==> src/rtl/buck_steer_ctrl.sv <==
module buck_steer_ctrl #(
  parameter int EW = 8,
  parameter int IW = 10,
  parameter int DW = 4,
  parameter int ZERO_RUN = 3
) (
  input  logic                 clk,
  input  logic                 rst,
  input  logic                 sample_tick,
  input  logic signed [EW-1:0] err,
  input  logic signed [EW-1:0] trans_th,
  input  logic signed [EW-1:0] max_th,
  input  logic [DW-1:0]        dead_clks,
  input  logic                 pwm_in,
  input  logic                 il_valid,
  input  logic signed [IW-1:0] il_code,
  input  logic signed [IW-1:0] step_code,
  output logic                 hs_on,
  output logic                 ls_on,
  output logic                 ser_on,
  output logic                 ret_on,
  output logic                 reg_en,
  output logic                 trans_mode,
  output logic                 fast_rate
);
  localparam int ZW = $clog2(ZERO_RUN + 1);
  localparam int TGT_MAX = (1 << (IW - 1)) - 1;

  typedef enum logic [1:0] {S_NORM, S_ENTER, S_STEER, S_LEAVE} st_t;

  st_t                  st;
  logic [DW-1:0]        gap_cnt, dt_cnt;
  logic                 hs_r, ls_r, trans_r, old_vld;
  logic [ZW-1:0]        zc;
  logic signed [IW-1:0] il_old, il_tgt;
  logic signed [IW:0]   diff;
  logic                 detect, abort, reach, gap_done;

  assign detect   = sample_tick && old_vld && (err < trans_th);
  assign abort    = sample_tick && (err > max_th);
  assign reach    = il_valid && (il_code <= il_tgt);
  assign gap_done = (gap_cnt == '0);
  assign diff     = il_old - step_code;

  always_ff @(posedge clk) begin
    if (rst) begin
      st      <= S_NORM;
      gap_cnt <= '0;
      trans_r <= 1'b0;
    end else begin
      trans_r <= 1'b0;
      case (st)
        S_NORM: if (detect) begin
          st      <= S_ENTER;
          gap_cnt <= dead_clks;
          trans_r <= 1'b1;
        end
        S_ENTER: if (abort) begin
          st      <= S_LEAVE;
          gap_cnt <= dead_clks;
        end else if (gap_done) st <= S_STEER;
        else gap_cnt <= gap_cnt - 1'b1;
        S_STEER: if (abort || reach) begin
          st      <= S_LEAVE;
          gap_cnt <= dead_clks;
        end
        default: if (gap_done) st <= S_NORM;
        else gap_cnt <= gap_cnt - 1'b1;
      endcase
    end
  end

  always_ff @(posedge clk) begin
    if (rst) il_tgt <= '0;
    else if (trans_r) begin
      if (diff < 0) il_tgt <= '0;
      else if (diff > TGT_MAX) il_tgt <= IW'(TGT_MAX);
      else il_tgt <= diff[IW-1:0];
    end
  end

  always_ff @(posedge clk) begin
    if (rst) begin
      zc      <= '0;
      old_vld <= 1'b0;
      il_old  <= '0;
    end else if (st != S_NORM) begin
      zc      <= '0;
      old_vld <= 1'b0;
    end else begin
      if (sample_tick)
        zc <= (err != 0) ? '0 : (zc == ZW'(ZERO_RUN)) ? zc : zc + 1'b1;
      if (il_valid && !old_vld && zc == ZW'(ZERO_RUN)) begin
        il_old  <= il_code;
        old_vld <= 1'b1;
      end
    end
  end

  always_ff @(posedge clk) begin
    if (rst) begin
      hs_r   <= 1'b0;
      ls_r   <= 1'b0;
      dt_cnt <= '0;
    end else if (st != S_NORM) begin
      hs_r   <= 1'b0;
      ls_r   <= 1'b1;
      dt_cnt <= '0;
    end else if (pwm_in ? hs_r : ls_r) begin
      dt_cnt <= '0;
    end else if (hs_r || ls_r) begin
      hs_r   <= 1'b0;
      ls_r   <= 1'b0;
      dt_cnt <= dead_clks;
    end else if (dt_cnt == '0) begin
      hs_r <= pwm_in;
      ls_r <= !pwm_in;
    end else begin
      dt_cnt <= dt_cnt - 1'b1;
    end
  end

  assign hs_on      = (st == S_NORM) && hs_r;
  assign ls_on      = (st == S_NORM) ? ls_r : (st == S_STEER || st == S_LEAVE);
  assign ser_on     = (st == S_NORM);
  assign ret_on     = (st == S_STEER);
  assign reg_en     = (st == S_NORM);
  assign fast_rate  = (st == S_ENTER || st == S_STEER);
  assign trans_mode = trans_r;

  AST_SWAP_EXCL: assert property (@(posedge clk) disable iff (rst) !(ser_on && ret_on));
  AST_MAIN_EXCL: assert property (@(posedge clk) disable iff (rst) !(hs_on && ls_on));
  AST_RET_AFTER_GAP: assert property (@(posedge clk) disable iff (rst) $rose(ret_on) |-> $past(!ser_on && !ls_on));
  AST_SER_AFTER_GAP: assert property (@(posedge clk) disable iff (rst) $rose(ser_on) |-> $past(!ret_on));
  AST_TRANS_ONE: assert property (@(posedge clk) disable iff (rst) trans_mode |=> !trans_mode);
  AST_ENTRY_STROBE: assert property (@(posedge clk) disable iff (rst) $fell(reg_en) |-> trans_mode);
  AST_TGT_NONNEG: assert property (@(posedge clk) disable iff (rst) !il_tgt[IW-1]);
  AST_ENTRY_ARMED: assert property (@(posedge clk) disable iff (rst) trans_mode |-> $past(old_vld));
endmodule

==> config.mk <==
export PLATFORM = sky130hd
export DESIGN_NAME = buck_steer_ctrl
export DESIGN_NICKNAME = d
export VERILOG_FILES = /design/src/rtl/buck_steer_ctrl.sv
export SDC_FILE = /design/constraint.sdc
export NUM_CORES = 1
export LEC_CHECK = 0
export ABC_AREA = 1
export BUFFER_PORTS_ARGS = -buffer_cell sky130_fd_sc_hd__buf_2
export CAP_MARGIN = 10
export CORE_ASPECT_RATIO = 0.75
export CORE_MARGIN = 3
export CORE_UTILIZATION = 35
export DETAILED_ROUTE_END_ITERATION = 6
export MAX_ROUTING_LAYER = met4
export SETUP_SLACK_MARGIN = 0.15
export SLEW_MARGIN = 10
export SYNTH_ARGS = -nofsm -noshare
export SYNTH_HDL_FRONTEND = slang
export SYNTH_SLANG_ARGS = --single-unit
==> constraint.sdc <==
create_clock -name clk -period 1.8 [get_ports clk]
set_input_delay 0.27 -clock clk [delete_from_list [all_inputs] [get_ports clk]]
set_output_delay 0.27 -clock clk [all_outputs]
set_load 0.01 [all_outputs]
; ---- Yosys cells after proc, flatten, opt, wreduce, memory -nomap -nowiden
; Index checks and enable logic that the tools add are counted.
[classes]
add_sub_neg = 4
magnitude_cmp = 5
eq_ne = 10
mux = 26
bitwise_logic = 3
reduce_logical = 30
[op_table]
columns = operator, n
row1 = 32-bit nonzero test, 1
row2 = 4-bit 2-to-1 mux, 6
row3 = 10-bit 2-to-1 mux, 2
row4 = 2-bit 2-to-1 mux, 7
row5 = 4-bit one-hot mux with 3 select lines, 1
row6 = 11-bit by 10-bit greater-than comparator with 1-bit output (second input constant), 1
row7 = 11-bit by 1-bit less-than comparator with 1-bit output (second input constant), 1
row8 = 10-bit by 10-bit subtractor with 11-bit output, 1
row9 = 10-bit less-or-equal comparator, 1
row10 = 2-bit AND reduction, 5
row11 = 1-bit 2-to-1 mux, 9
row12 = 8-bit greater-than comparator, 1
row13 = 4-bit logical NOT, 2
row14 = 8-bit less-than comparator, 1
row15 = 4-bit by 1-bit subtractor with 4-bit output (second input constant), 2
row16 = 1-bit logical AND, 7
row17 = 2-bit == test (second input constant), 3
row18 = 2-bit != test (second input constant), 3
row19 = 2-bit one-hot mux with 3 select lines, 1
row20 = 1-bit logical OR, 4
row21 = 2-bit by 1-bit != test with 1-bit output (second input constant), 2
row22 = 4-bit AND reduction, 1
row23 = 2-bit nonzero test, 2
row24 = 4-bit nonzero test, 1
row25 = 9 further kinds, 13
[totals]
regBits = 36
input_bits = 53
output_inout_bits = 7
word_cells = 88

; ---- Longest topological paths before layout
; Gate-level depths: netlist of run 1.
[depth]
word_depth = 5
mapped_depth = 18
mapped_depth_nobuf = 18

; ---- Least setup slack after synthesis of run 1
; Ideal clock, no wire load.
[synth_timing]
kind = reg2reg
from = reg il_old[0]
to = reg il_tgt[5]
setup_ns = 0.056
arrival_time_ns = 1.867
t_required_ns = 1.744
setup_slack_ns = -0.123
path_stages_with_launch = 13
n_path_buf = 0
period_less_slack_ns = 1.923
path_cell_list = dfxtp_1 inv_1 ha_1 fa_1 o21ai_2 nand2_2 nand2_2 nand3_2 a21oi_4 nand2_2 o211ai_1 nand2_1 inv_1
[synth_between]
elab_chain_cells = 4
elab_cells_between_ends = 5
cone_classes = add/sub: 1 / order compare: 2 / mux: 2
[synth_rtl]
columns = item, line
row1 = start: declaration, 35  ; logic signed [IW-1:0] il_old, il_tgt;
row2 = start signal: assignment, 94  ; il_old <= il_code;
row3 = 10-bit by 10-bit subtractor with 11-bit output (*), 43  ; assign diff = il_old - step_code;
row4 = 11-bit by 10-bit greater-than comparator with 1-bit output, 77  ; else if (diff > TGT_MAX) il_tgt <= IW'(TGT_MAX);
row5 = 10-bit 2-to-1 mux, 77
row6 = 10-bit 2-to-1 mux (*), 76  ; if (diff < 0) il_tgt <= '0;
row7 = end signal: assignment, 77
row8 = end signal: assignment, 78  ; else il_tgt <= diff[IW-1:0];
row9 = end: declaration, 35
; Every way passes the cells marked *; elsewhere a longest branch is shown, timed or not.
; A chain may end at the register's enable or synchronous reset.

; ---- Worst setup path after layout of run 1
[layout_timing]
from = reg il_old[0]
to = reg il_tgt[8]
; The elaborated chain is that of the path after synthesis.

==> results.cfg, run 1 <==
[layout]
drive_gt1_share_pct = 31.2
final_cells = 676
fillers = 810
final_area_um2 = 4220
fin_util_pct = 51.9
diodes = 0
layout.nets = 666
syn_to_final_growth_pct = 40.0
regArea_um2 = 733
multi_input_area_um2 = 2170

[placed_design]
port_buffers = 59
post_dp_cell_area_um2 = 3690
gp_congestion = 0.866
dp.cells = 657
dp_hpwl_mm = 6.32

[sta]
whs_ns = 0.240
final-hold-violation-count = 0
slew_headroom_pct = 60.9
slew_violations = 0
fin_ws_ns = -0.100
min_period_ns = 1.90
setup_violations = 7
rsz0062_at_grt = yes
fmax_mhz = 526
fin_crit_sh_pct = 106
fin_setup_tns_ns = -0.439
tightest_slew_ns = 0.582
finClkSkew_ns = 0.00539

[worst_setup_path]
rr_endpoint = il_tgt[8]
critPathMaxStageDelay_ns = 0.36
cp-end-kind = flip-flop
worstSetupPathType = flip-flop to flip-flop
cp.arrival_ns = 2.12
path_max_fanout = 5
r2r_cells = 12
cp.required_ns = 2.02
r2r-start = il_old[0]
r2r_slack_ns = -0.10
cpMostUsedCell = nand2_2
start_kind = flip-flop
path_cells = inv_2 -> ha_4 -> fa_2 -> o21ai_4 -> nand2_2 -> nand2_2 -> nand3_4 -> a21oi_4 -> nand2_2 -> o211ai_1 -> nand2_1 -> inv_1
cp_slowest_cell = fa_2

[die]
dieArea_um2 = 9770
core_area_um2 = 8130
io_pins = 60
die_w_um = 113
die_height_um = 86.4
num_rows = 28
start_util_pct = 37.1

[hold_path]
worstHoldPathCells = 3
hp-start = il_code[2]
min-delay-path-class = input pin to flip-flop
whs_endpoint = il_old[2]

[clock_tree]
cts_made_buffers = 5
clk_latency_ns = 0.28
clockBufferDepth = 2
ctsHoldBuffers = 0
clockRootBuffer = clkbuf_16
clkTransAtPathRegs_ns = 0.06
htreeDepth = 2
clock-sinks = 36
cts_tree = yes

[synthesis]
ys_ff_latch = 36
ys_seq_area_share_pct = 23.9
netlist_area_um2 = 3010
syn-num-nets = 559
netlist_top_cells_area = dfxtp_1, ha_1, nand2_1
synth-edff-count = 0
syn_inst = 463
postSynthAreaPerCell_um2 = 6.51
synthArstFlopShare_pct = 0
ys_warn_count = 0
synth.most_common_cell = nand2_1
yosys-top-cells-count = nand2_1, inv_1, ha_1
synth.largest_area_cell = dfxtp_1
ys.flop_type = dfxtp_1
yosysTopAreaCellShare_pct = 23.9
yosysUniqueCellTypes = 34

[pwr]
power.share.clock_pct = 23.3
p_switching_w = 0.00151
cellLeakagePower_nw = 2.17
p_per_area_nw_per_um2 = 900
peakVddDrop_uv = 807
comb_power_share_pct = 49.8
pwr-share-seq_pct = 26.9
switching_share_pct = 39.8
power.internal_w = 0.00228

[detailed_routing]
wl_met2_mm = 3.46
wl_met3_um = 315
drt-vias-per-instance = 4.70
num_vias = 3176
remaining_drc_errors = 0
wire_per_inst_um = 11.6
drt-total-wl_mm = 7.87
highest_layer = met4
antenna_left = 0
dr.pass1.iters = 5
wl_met1_mm = 4.03
drtIter0Drc = 117

[grt]
grt_use_total_pct = 16.8
grt_max_degree = 16
grt_pass1_wl_mm = 13.2
antenna_found_initial = 0
grt_pass1_vias = 2943
overflow = 0

[status]
outcome = finished, violations left
violations = setup timing

[flow_run]
drv_cap = 0
[per-stage QoR]
step	setup slack, ns	total power (W)
floorplan	-0.0366	0.00222
global placement	-0.160	0.00266
detailed placement	-0.203	0.00269
CTS	-0.0669	0.00366
global route	-0.236	0.00416
finish	-0.100	0.00380
[cell families after synthesis]
group | Yosys count | synth area share [%]
simple gates | 196 | 27.0
flops | 36 | 23.9
xor+xnor | 10 | 2.91
fa+ha+maj | 43 | 18.1
buf+inv | 101 | 12.8
compound gates | 77 | 15.2
[power groups by stage]
stage | registers (W) | clock network, W | logic (W)
3_5_place_dp | 0.00102 | 0 | 0.00167
6_report | 0.00102 | 0.000885 | 0.00189
4_1_cts | 0.00101 | 0.000902 | 0.00175
3_3_place_gp | 0.00102 | 0 | 0.00164
5_1_grt | 0.00104 | 0.000940 | 0.00217
2_1_floorplan | 0.00100 | 0 | 0.00122
[sequential cells by signal, indices dropped and copies added (netlist names)]
register	flops
ls_r	1
st	2
il_tgt	10
il_old	10
zc	2
trans_mode	1
hs_r	1
dt_cnt	4
gap_cnt	4
old_vld	1
[critical path, delay by kind of cell, from the launching register on]
family | cells | cell delay [ns]
AO/OA/AOI/OAI | 3 | 0.46
adder cells (fa/ha/maj) | 2 | 0.51
buffers and inverters | 2 | 0.10
flip-flops | 1 | 0.33
AND/OR/NAND/NOR | 5 | 0.43
[repair_timing]
item / in CTS / in global routing
buffers inserted: 3 / 7
gates cloned: 1 / 0
resized for setup: 40 / 21
setup endpoints to repair: 25 / 22
pin swaps: 23 / 8
[cells in the final DEF, fill, tap and decap left out, types with 2 or more instances in the layout]
master	netlist	layout
a211oi_1	2	2
a21oi_1	38	34
a21oi_2	2	7
buf_2	0	59
buf_4	2	44
clkbuf_16	0	5
dfxtp_1	36	30
dfxtp_2	0	4
dfxtp_4	0	2
ha_1	42	29
ha_4	0	12
inv_1	94	84
inv_2	0	8
nand2_1	112	106
nand2_2	6	11
nand3_1	22	19
nand3_2	1	3
nand4_1	4	4
nor2_1	39	35
nor2_2	1	3
nor2_4	0	2
nor3_1	8	7
nor4_1	2	2
o211ai_1	5	5
o21ai_0	20	20
o21ai_4	1	2
xnor2_1	4	4
xor2_1	6	6
[final cells by class]
cell class	count	share of cell area, %
multi-input combinational	327	51.4
inverter	95	8.96
clock inverter	1	0.178
clock buffer	7	3.38
sequential	36	17.4
tap	105	3.11
timing repair buffer	105	15.6
[metal layers]
| metal | GRT usage (%) | up-vias |
|---|---|---|
| met5 | - | - |
| met4 | 3.28 | 0 |
| met3 | 2.58 | 7 |
| met2 | 26.0 | 63 |
| met1 | 23.6 | 1415 |
| li1 | - | 1691 |
[worst max-delay path by stage]
| stage | to | start |
|---|---|---|
| 6_report | il_tgt[8] | il_old[0] |
| 5_1_grt | il_tgt[8] | il_old[0] |
| 4_1_cts | il_tgt[7] | il_old[0] |
| 3_5_place_dp | il_tgt[6] | step_code[0] |
| 3_3_place_gp | il_tgt[6] | step_code[0] |
| 2_1_floorplan | il_tgt[5] | il_old[0] |
Power figures use the tool's default switching activity.
==> run 2: changes to the inputs <==
--- a/config.mk
+++ b/config.mk
@@ -13,6 +13,7 @@
 export CORE_UTILIZATION = 35
 export DETAILED_ROUTE_END_ITERATION = 6
 export MAX_ROUTING_LAYER = met4
+export PLACE_DENSITY_LB_ADDON = 0.12
 export SETUP_SLACK_MARGIN = 0.15
 export SLEW_MARGIN = 10
 export SYNTH_ARGS = -nofsm -noshare
==> results.cfg, run 2 (synthesis gave the netlist of run 1 again) <==
[status]
outcome = finished, violations left
violations = setup timing

[detailed_routing]
dr.pass1.iters = 4
remaining_drc_errors = 0
wire_per_inst_um = 12.2
drtIter0Drc = 95
num_vias = 3166
drt-vias-per-instance = 4.63
antenna_left = 0
drt-total-wl_mm = 8.35

[flow_run]
drv_cap = 0

[grt]
grt_use_total_pct = 17.8
grt_max_degree = 15
antenna_found_initial = 0
overflow = 0
grt_pass1_wl_mm = 13.8
grt_pass1_vias = 2985

[clock_tree]
clock-sinks = 36
clockRootBuffer = clkbuf_16
cts_made_buffers = 5
htreeDepth = 2
clk_latency_ns = 0.28
clockBufferDepth = 2
cts_tree = yes
clkTransAtPathRegs_ns = 0.06

[die]
die_w_um = 113
core_area_um2 = 8130
dieArea_um2 = 9770
io_pins = 60
start_util_pct = 37.1
num_rows = 28
die_height_um = 86.4

[placed_design]
gp_congestion = 0.873
port_buffers = 59
dp_hpwl_mm = 6.56
post_dp_cell_area_um2 = 3780

[layout]
diodes = 0
reg_top3 = il_old: 10 flops, il_tgt: 10 flops
syn_to_final_growth_pct = 47.4
layout.nets = 674
final_cell_mix = nand2_1, inv_1, buf_2, buf_4, nor2_1
final_area_um2 = 4440
final_common_cell = nand2_1
drive_gt1_share_pct = 37.3

[sta]
final-hold-violation-count = 0
setup_violations = 5
slew_violations = 0
finClkSkew_ns = 0.00748
slew_headroom_pct = 75.5
fin_crit_sh_pct = 104
min_period_ns = 1.88
tightest_slew_ns = 0.367
fmax_mhz = 533
fin_ws_ns = -0.0764
fin_setup_tns_ns = -0.339
rsz0062_at_grt = yes

[hold_path]
min-delay-path-class = input pin to flip-flop

[worst_setup_path]
path_max_fanout = 5
cp-end-kind = flip-flop
worstSetupPathType = flip-flop to flip-flop
cp.arrival_ns = 2.09
start_kind = flip-flop
cp.required_ns = 2.01

[pwr]
cellLeakagePower_nw = 2.24
peakVddDrop_uv = 609
p_per_area_nw_per_um2 = 889
run 2: layer usage:
layer	global-route usage [%]	up-vias	wire (um)
li1	-	1706	-
met2	25.1	51	3510
met3	3.63	2	335
met1	26.7	1407	4480
met5	-	-	0
met4	2.62	0	25
run 2: path summary, 6_finish.rpt:
check,cells past startpoint,startpoint,slack (ns),to
worst max-delay path,11,il_old[0],-0.08,il_tgt[2]
worst min-delay path,3,dead_clks[3],0.27,dt_cnt[3]
worst max register to register,11,il_old[0],-0.08,il_tgt[2]
worst min register to register,2,il_tgt[9],0.45,il_tgt[9]
run 2: timing repair:
action / CTS / global route
hold buffers: 0 / 0
cloned: 1 / 0
endpoints found under the setup margin: 25 / 17
resized for setup: 50 / 54
setup buffers: 0 / 6
pin swaps: 28 / 30
run 2: stage by stage:
stage          total power [W]  cells  hold WS (ns)  util (%)  setup WS [ns]
6_report               0.00395    684         0.272      54.6        -0.0764
5_1_grt                0.00430    684         0.275      54.6         -0.230
4_1_cts                0.00375    678         0.252      51.1        -0.0927
3_5_place_dp           0.00273    669         0.432      46.6         -0.197
3_3_place_gp           0.00270    669         0.430      46.6         -0.176
2_1_floorplan          0.00222    463         0.405         -        -0.0366
run 2: final cells by class:
class,count,area (um2)
fillers,792,3690
multi-input cells,327,2330
flip-flops and latches,36,738
repair buffers,113,733
inverters,95,358
clock buffers,7,143
well taps,105,131
clock inverters,1,7.51
run 2: critical path, stage by stage (launching register included):
cell     delay, ns
dfxtp_2       0.33
inv_2         0.04
ha_4          0.15
fa_2          0.35
o21ai_2       0.17
nand2_2       0.06
nand2_2       0.09
nand3_4       0.09
a21oi_4       0.21
buf_4         0.14
o21ai_2       0.05
a21oi_1       0.11
run 2: power by group:
part	leakage [nW]	internal [W]	switching (W)	total, W
Clock	0.0701	0.000551	0.000324	0.000875
Combinational	1.87	0.000860	0.00120	0.00206
Sequential	0.298	0.000930	0.0000841	0.00101
==> run 3: changes to the inputs <==
--- a/config.mk
+++ b/config.mk
@@ -12,9 +12,7 @@
 export CORE_MARGIN = 3
 export CORE_UTILIZATION = 35
 export DETAILED_ROUTE_END_ITERATION = 6
-export MAX_ROUTING_LAYER = met4
 export PLACE_DENSITY_LB_ADDON = 0.12
-export SETUP_SLACK_MARGIN = 0.15
 export SLEW_MARGIN = 10
 export SYNTH_ARGS = -nofsm -noshare
 export SYNTH_HDL_FRONTEND = slang
==> results.cfg, run 3 (synthesis gave the netlist of run 1 again) <==
[worst_setup_path]
worstSetupPathType = flip-flop to flip-flop
start_kind = flip-flop
rr_endpoint = il_tgt[7]
cp_slowest_cell = fa_2
cpMostUsedCell = nand2_2
r2r-start = il_old[0]
path_cells = inv_2 -> ha_4 -> fa_2 -> o21ai_4 -> nand2_2 -> nand2_2 -> nand3_4 -> a21oi_4 -> nand2_2 -> o211ai_1 -> nand2_1 -> inv_1
cp.required_ns = 2.03
r2r_slack_ns = -0.11
crit_start = il_old[0]
crit_end = il_tgt[7]
r2r_cells = 12
cp-end-kind = flip-flop
critPathMaxStageDelay_ns = 0.36
path_max_fanout = 5
cp.arrival_ns = 2.14

[pwr]
cellLeakagePower_nw = 2.20
peakVddDrop_uv = 655
p_per_area_nw_per_um2 = 889

[sta]
slew_violations = 0
fin_crit_sh_pct = 106
tightest_slew_ns = 0.516
fmax_mhz = 523
setup_violations = 6
final-hold-violation-count = 0
min_period_ns = 1.91
slew_headroom_pct = 65.5
finClkSkew_ns = 0.00888
rsz0062_at_grt = yes
fin_ws_ns = -0.110
whs_ns = 0.238

[detailed_routing]
wl_met2_mm = 3.34
remaining_drc_errors = 0
wl_met3_um = 403
highest_layer = met4
num_vias = 3145
wl_met1_mm = 4.46
drtIter0Drc = 150
wire_per_inst_um = 12.1
antenna_left = 0
drt-total-wl_mm = 8.25
dr.pass1.iters = 4
drt-vias-per-instance = 4.60

[clock_tree]
clk_latency_ns = 0.28
ctsHoldBuffers = 0
cts_tree = yes
clock-sinks = 36
cts_made_buffers = 5
clkTransAtPathRegs_ns = 0.06
htreeDepth = 2
clockRootBuffer = clkbuf_16
clockBufferDepth = 2

[die]
io_pins = 60
die_w_um = 113
start_util_pct = 37.1
num_rows = 28
core_area_um2 = 8130
die_height_um = 86.4
dieArea_um2 = 9770

[layout]
layout.nets = 674
diodes = 0
syn_to_final_growth_pct = 40.4
fillers = 829
drive_gt1_share_pct = 30.2
reg_top3 = il_old: 10 flops, il_tgt: 10 flops
final_common_cell = nand2_1
final_cell_mix = nand2_1, inv_1, buf_2, buf_4, nor2_1
final_cells = 684

[grt]
grt_max_degree = 17
overflow = 0
grt_pass1_vias = 3033
grt_pass1_wl_mm = 14.1
antenna_found_initial = 0
grt_use_total_pct = 17.6

[status]
violations = setup timing
outcome = finished, violations left

[placed_design]
port_buffers = 59
dp_hpwl_mm = 6.65
place_ws_ns = -0.326
dp.cells = 673
gp_congestion = 0.817

[flow_run]
drv_cap = 0

[hold_path]
min-delay-path-class = input pin to flip-flop
## run 3: changes by cell type in the layout (fill, tap and decap cells not counted), sizes merged
cell    change
clkinv      +1
clkbuf      -2
inv         +1
## run 3: worst min path at each step
stage,depth (start not counted),endpoint,startpoint
after floorplan,2,il_old[2],il_code[2]
after global placement,2,il_tgt[4],il_tgt[4]
after detailed placement,2,il_tgt[4],il_tgt[4]
after CTS,3,il_old[2],il_code[2]
after global routing,3,il_old[2],il_code[2]
final,3,il_old[2],il_code[2]
## run 3: area by class of cell
type | instances | area (um2) | share of cell area, %
repair buffers | 113 | 704 | 16.7
multi-input cells | 327 | 2160 | 51.2
clock inverters | 3 | 21.3 | 0.503
well taps | 105 | 131 | 3.11
flip-flops and latches | 36 | 724 | 17.1
inverters | 95 | 358 | 8.46
clock buffers | 5 | 125 | 2.96
## run 3: routing by layer
| metal | vias up | track usage (%) |
|---|---|---|
| li1 | 1704 | - |
| met1 | 1377 | 27.7 |
| met2 | 60 | 24.9 |
| met3 | 4 | 3.77 |
| met4 | 0 | 2.40 |
| met5 | - | 0 |
## run 3: worst max-delay path, delay by kind of cell (launching register included)
kind | cells | cell delay (ns)
AND/OR/NAND/NOR | 5 | 0.44
adder cells (fa/ha/maj) | 2 | 0.51
flip-flops | 1 | 0.33
AO/OA/AOI/OAI | 3 | 0.48
buffers and inverters | 2 | 0.11
## run 3: what timing repair did
action | CTS | global route
pin swaps | 6 | 9
gates cloned | 1 | 0
resized for setup | 20 | 31
setup endpoints to repair | 17 | 18
setup buffers | 1 | 1
## run 3: power breakdown
part | leakage (nW) | internal (W) | switching (W)
clock | 0.0702 | 0.000515 | 0.000357
sequential | 0.294 | 0.000925 | 0.0000847
combinational | 1.83 | 0.000752 | 0.00113
total | 2.20 | 0.00219 | 0.00157
## run 3: per-stage QoR
| stage | TNS, ns | total power, W | utilization (%) | area, um2 |
|---|---|---|---|---|
| 4_1_cts | -0.364 | 0.00366 | 50.0 | 4070 |
| 2_1_floorplan | -0.152 | 0.00221 | - | 3020 |
| 5_1_grt | -2.37 | 0.00414 | 52.0 | 4230 |
| 6_report | -0.480 | 0.00376 | 52.0 | 4230 |
| 3_5_place_dp | -3.03 | 0.00273 | 46.8 | 3800 |
| 3_3_place_gp | -2.74 | 0.00269 | 46.8 | 3800 |
